### config.mk
export PLATFORM = sky130hd
export DESIGN_NAME = redun_route_top
export DESIGN_NICKNAME = d
export VERILOG_FILES = /design/src/rtl/rr_pkg.sv /design/src/rtl/rr_mode_reg.sv /design/src/rtl/rr_voter.sv /design/src/rtl/rr_sink_mux.sv /design/src/rtl/redun_route_top.sv
export SDC_FILE = /design/constraint.sdc
export NUM_CORES = 1
export LEC_CHECK = 0
export BUFFER_PORTS_ARGS = -buffer_cell sky130_fd_sc_hd__buf_2
export CORE_UTILIZATION = 33
export DETAILED_ROUTE_END_ITERATION = 10
export PLACE_DENSITY = 0.87
export SLEW_MARGIN = 40
export SYNTH_ARGS = -nofsm -noshare
export SYNTH_HDL_FRONTEND = slang
export SYNTH_SLANG_ARGS = --single-unit
export TNS_END_PERCENT = 10
### constraint.sdc
create_clock -name clk -period 3.3 [get_ports clk]
set_input_delay 0.33 -clock clk [delete_from_list [all_inputs] [get_ports clk]]
set_output_delay 0.33 -clock clk [all_outputs]
set_load 0.01 [all_outputs]
### src/rtl/rr_pkg.sv
package rr_pkg;

  localparam int unsigned NSRC = 5;
  localparam int unsigned NSNK = 7;

  typedef enum logic [1:0] {
    RM_SOLO_A = 2'b00,
    RM_SOLO_B = 2'b01,
    RM_SOLO_C = 2'b10,
    RM_TRIPLE = 2'b11
  } route_mode_e;

  // Source select mask for sink k (k = 0 is snk1 ... k = 6 is snk7).
  function automatic logic [NSRC-1:0] sink_select(route_mode_e m, int unsigned k);
    logic [NSRC-1:0] s;
    s = '0;
    case (k)
      0: s[0] = (m == RM_SOLO_A) || (m == RM_TRIPLE);
      1: s[0] = (m == RM_SOLO_B) || (m == RM_TRIPLE);
      2: s[0] = (m == RM_SOLO_C) || (m == RM_TRIPLE);
      3: s[1] = (m == RM_TRIPLE);
      4: s[2] = (m == RM_TRIPLE);
      5: s[3] = (m == RM_TRIPLE);
      6: begin
        case (m)
          RM_SOLO_A: s[1] = 1'b1;
          RM_SOLO_B: s[2] = 1'b1;
          RM_SOLO_C: s[3] = 1'b1;
          default:   s[4] = 1'b1;
        endcase
      end
      default: s = '0;
    endcase
    return s;
  endfunction

  // Two-of-three majority of single bits.
  function automatic logic maj3(logic a, logic b, logic c);
    return (a & b) | (b & c) | (a & c);
  endfunction

endpackage

### src/rtl/rr_mode_reg.sv
module rr_mode_reg (
  input  logic                clk,
  input  logic                rst_n,
  input  logic                ld,
  input  logic [1:0]          d,
  output rr_pkg::route_mode_e q
);
  always_ff @(posedge clk or negedge rst_n) begin
    if (!rst_n) begin
      q <= rr_pkg::RM_SOLO_A;
    end else if (ld) begin
      q <= rr_pkg::route_mode_e'(d);
    end
  end
endmodule

### src/rtl/rr_voter.sv
module rr_voter #(
  parameter int unsigned DW = 8
) (
  input  logic [DW-1:0] a,
  input  logic [DW-1:0] b,
  input  logic [DW-1:0] c,
  output logic [DW-1:0] y
);
  for (genvar i = 0; i < DW; i++) begin : g_bit
    assign y[i] = rr_pkg::maj3(a[i], b[i], c[i]);
  end
endmodule

### src/rtl/rr_sink_mux.sv
module rr_sink_mux #(
  parameter int unsigned DW       = 8,
  parameter int unsigned NSRC     = 5,
  parameter int unsigned SINK_IDX = 0
) (
  input  rr_pkg::route_mode_e        mode,
  input  logic [NSRC-1:0][DW-1:0]    src,
  output logic [DW-1:0]              y
);
  logic [NSRC-1:0] sel;

  assign sel = rr_pkg::sink_select(mode, SINK_IDX);

  always_comb begin
    y = '0;
    for (int j = 0; j < int'(NSRC); j++) begin
      y = y | (src[j] & {DW{sel[j]}});
    end
  end
endmodule

### src/rtl/redun_route_top.sv
module redun_route_top #(
  parameter int unsigned DW = 8
) (
  input  logic          clk,
  input  logic          rst_n,
  input  logic          mode_ld,
  input  logic [1:0]    mode_d,
  input  logic [DW-1:0] src0,
  input  logic [DW-1:0] src1,
  input  logic [DW-1:0] src2,
  input  logic [DW-1:0] src3,
  input  logic [DW-1:0] src4,
  output logic [DW-1:0] vote_o,
  output logic [DW-1:0] snk1,
  output logic [DW-1:0] snk2,
  output logic [DW-1:0] snk3,
  output logic [DW-1:0] snk4,
  output logic [DW-1:0] snk5,
  output logic [DW-1:0] snk6,
  output logic [DW-1:0] snk7
);
  localparam int unsigned NSRC = rr_pkg::NSRC;
  localparam int unsigned NSNK = rr_pkg::NSNK;

  rr_pkg::route_mode_e       mode_r;
  logic [NSRC-1:0][DW-1:0]   src_bus;
  logic [NSNK-1:0][DW-1:0]   snk_bus;

  assign src_bus[0] = src0;
  assign src_bus[1] = src1;
  assign src_bus[2] = src2;
  assign src_bus[3] = src3;
  assign src_bus[4] = src4;

  rr_mode_reg u_mode (
    .clk   (clk),
    .rst_n (rst_n),
    .ld    (mode_ld),
    .d     (mode_d),
    .q     (mode_r)
  );

  for (genvar g = 0; g < NSNK; g++) begin : g_sink
    rr_sink_mux #(
      .DW       (DW),
      .NSRC     (NSRC),
      .SINK_IDX (g)
    ) u_mux (
      .mode (mode_r),
      .src  (src_bus),
      .y    (snk_bus[g])
    );
  end

  rr_voter #(.DW(DW)) u_vote (
    .a (src1),
    .b (src2),
    .c (src3),
    .y (vote_o)
  );

  assign snk1 = snk_bus[0];
  assign snk2 = snk_bus[1];
  assign snk3 = snk_bus[2];
  assign snk4 = snk_bus[3];
  assign snk5 = snk_bus[4];
  assign snk6 = snk_bus[5];
  assign snk7 = snk_bus[6];
endmodule

==> flow_summary.ini <==
[drt]
dr.pass1.iters = 4
met1_length_mm = 1.04
drtIter0Drc = 13
drtAntennaViolNets = 0
wire_per_inst_um = 11.1
wl_mm = 2.60
route.met3.wl_um = 226
topRoutingLayerUsed = met4
vias = 1104
vias_per_cell = 4.70
route.detailed.drc = 0
dr_wl_met2_mm = 1.31

[setup_path]
rr_startpoint = u_mode.q[1]$_DFFE_PN0P_
crit_path_top_delay_cell = dfrtp_1
worst-path-buf-inv = 2
end_kind = primary output
reg2regPathDepth = 2
setup.worst_path.start = u_mode.q[0]$_DFFE_PN0P_
worstSetupEndpoint = snk3[5]
crit_required_ns = 2.97
startpoint_type = flip-flop
path_class = reg -> out
critPathTopFamily = flip-flops
crit_fanout = 9
slowest_delay_ns = 0.39
cp_cell_sequence = inv_1 -> ha_1 -> nor2_4 -> nor2b_2 -> buf_2
cp.depth = 5
reg2reg_slack_ns = 2.58
cp_data_arrival_time_ns = 1.58
r2r-end = u_mode.q[1]$_DFFE_PN0P_

[clocking]
cts.sinks = 2
hold_buffers = 1
path_clk_slew_ns = 0.03
cts_setup_buffers = 0
clockBufferDepth = 2
clockRootBuffer = clkbuf_4
cts_tree = built
numCtsBuffers = 3
htreeDepth = 1
post_cts_resized = 0
clk_latency_ns = 0.23

[layout]
nFillCells = 210
layout-drive-gt1-share_pct = 62.8
largestRegisters = u_mode.q (2)
fin_area_um2 = 1340
nNetsFinal = 259
top_register = u_mode.q
largest_reg_flops = 2
final_util_pct = 60.6
areaGrowthSynthToFinish_pct = 74.0
diodes = 0

[place]
io_buffers = 108
placed_area_um2 = 1310
pre_cts_slack_ns = 1.41
dpl.hpwl_mm = 2.09
routabilityCongestion = 0.713

[synth]
yosys_warnings = 0
ys_top_cells_by_count = and2_1, a22oi_1, nor2b_2
yosys.cell_count.top_type = and2_1
synth_nets = 151
netlist_area_um2 = 771
syn_avg_cell_area_um2 = 7.63
synth_area_leaders = and2_1, nor2b_2, a22oi_1
synth_edf_count = 0
seq_area_frac_synth_pct = 6.49
synth_ff_type = dfrtp_1
synth_area_leader_cell = and2_1
syn_inst = 101
synth_seq_cells = 2
synth_top_area_share_pct = 19.5
synthArstFlopShare_pct = 100
synth_cell_type_count = 14

[power_and_ir_drop]
clkPwrFrac_pct = 17.1
power_w = 0.000322
p_leak_nw = 0.803
p_seq_share_pct = 9.1
powerDensity_nw_per_um2 = 240
p_int_w = 0.000177
ir_drop_mv = 0.243
switching_power_w = 0.000146
swShare_pct = 45.2
combPwrFrac_pct = 73.8

[die]
initial_core_util_pct = 34.8
core_area_um2 = 2210
ioPinCount = 109
die_h_um = 50.3
rows = 17
die_w_um = 50.3
dieArea_um2 = 2530

[sta]
finalClockSkew_ns = 0
finalCritPeriodShare_pct = 57.9
max_slew.worst_pin.slew_ns = 0.437
finalSetupTns_ns = 0
rsz0062_at_grt = no
setup_violations = 0
period_needed_ns = 1.91
max_slew_margin_pct = 70.9
fmax_ghz = 0.523
final-hold-violation-count = 0
drv_slew = 0
setup_ws_ns = 1.39

[global_routing]
track_usage_pct = 20.1
grt_max_degree = 27
gr-total-overflow = 0
grt_first_pass_wirelength_mm = 4.05
grt_pass1_vias = 987
antenna_found_initial = 0

[outcome]
outcome = finished clean

[hold_path]
hold_class = in -> reg

[run]
drv_cap = 0
[cell usage in the layout, fill, tap and decap left out, types with 2 or more instances in the layout]
cell type,instances
a22oi_1,16
and2_1,24
buf_2,108
clkbuf_4,3
dfrtp_1,2
ha_1,4
inv_1,2
maj3_1,8
nand2_1,10
nor2_4,2
nor2b_1,8
nor2b_2,16
o21ai_1,2
[through the flow]
stage | hold slack (ns) | cells
final | 0.307 | 235
after global routing | 0.319 | 235
after CTS | 0.302 | 235
after detailed placement | 0.116 | 231
after global placement | 0.115 | 231
after floorplan | 0.0344 | 101
[worst reg2reg max path, cell delays in order, from the launching register on]
cell and delay [ns]:
dfrtp_1 0.40, inv_1 0.12, o21ai_1 0.08
[per-layer routing]
metal,vias up,GRT usage [%]
li1,552,-
met1,477,22.3
met2,73,39.8
met3,2,1.52
met4,0,5.56
met5,-,0
[power by group through the flow]
stage / Combinational [W] / Sequential [W] / Clock, W
2_1_floorplan: 0.000134 / 0.0000292 / 0
3_3_place_gp: 0.000235 / 0.0000293 / 0
3_5_place_dp: 0.000237 / 0.0000297 / 0
4_1_cts: 0.000239 / 0.0000294 / 0.0000580
5_1_grt: 0.000259 / 0.0000303 / 0.0000591
6_report: 0.000238 / 0.0000295 / 0.0000551
[cell families (layout without fill, tap and decap cells)]
| kind of cell | count (synthesis) | in the layout | share of synthesized area (%) |
|---|---|---|---|
| simple gates | 60 | 60 | 51.9 |
| compound gates | 18 | 18 | 16.9 |
| fa+ha+maj | 13 | 13 | 18.5 |
| buf+inv | 8 | 114 | 6.17 |
| flops | 2 | 2 | 6.49 |
[cell type report]
type	count	area [um^2]	share of cell area, %
Multi-Input combinational cell	91	676	50.4
Timing Repair Buffer	109	551	41.0
Inverter	2	7.51	0.560
Sequential cell	2	50.0	3.73
Clock buffer	3	22.5	1.68
Tap cell	28	35.0	2.61
[worst min path at each step]
stage               depth (start not counted)  slack [ns]     from                       to
floorplan                                   0        0.03    rst_n  u_mode.q[0]$_DFFE_PN0P_
global placement                            1        0.12    rst_n  u_mode.q[1]$_DFFE_PN0P_
detailed placement                          1        0.12    rst_n  u_mode.q[1]$_DFFE_PN0P_
CTS                                         2        0.30  mode_ld  u_mode.q[1]$_DFFE_PN0P_
global route                                2        0.32  mode_ld  u_mode.q[1]$_DFFE_PN0P_
finish                                      2        0.31  mode_ld  u_mode.q[1]$_DFFE_PN0P_
Note: power is estimated with default switching activity, not from simulation.
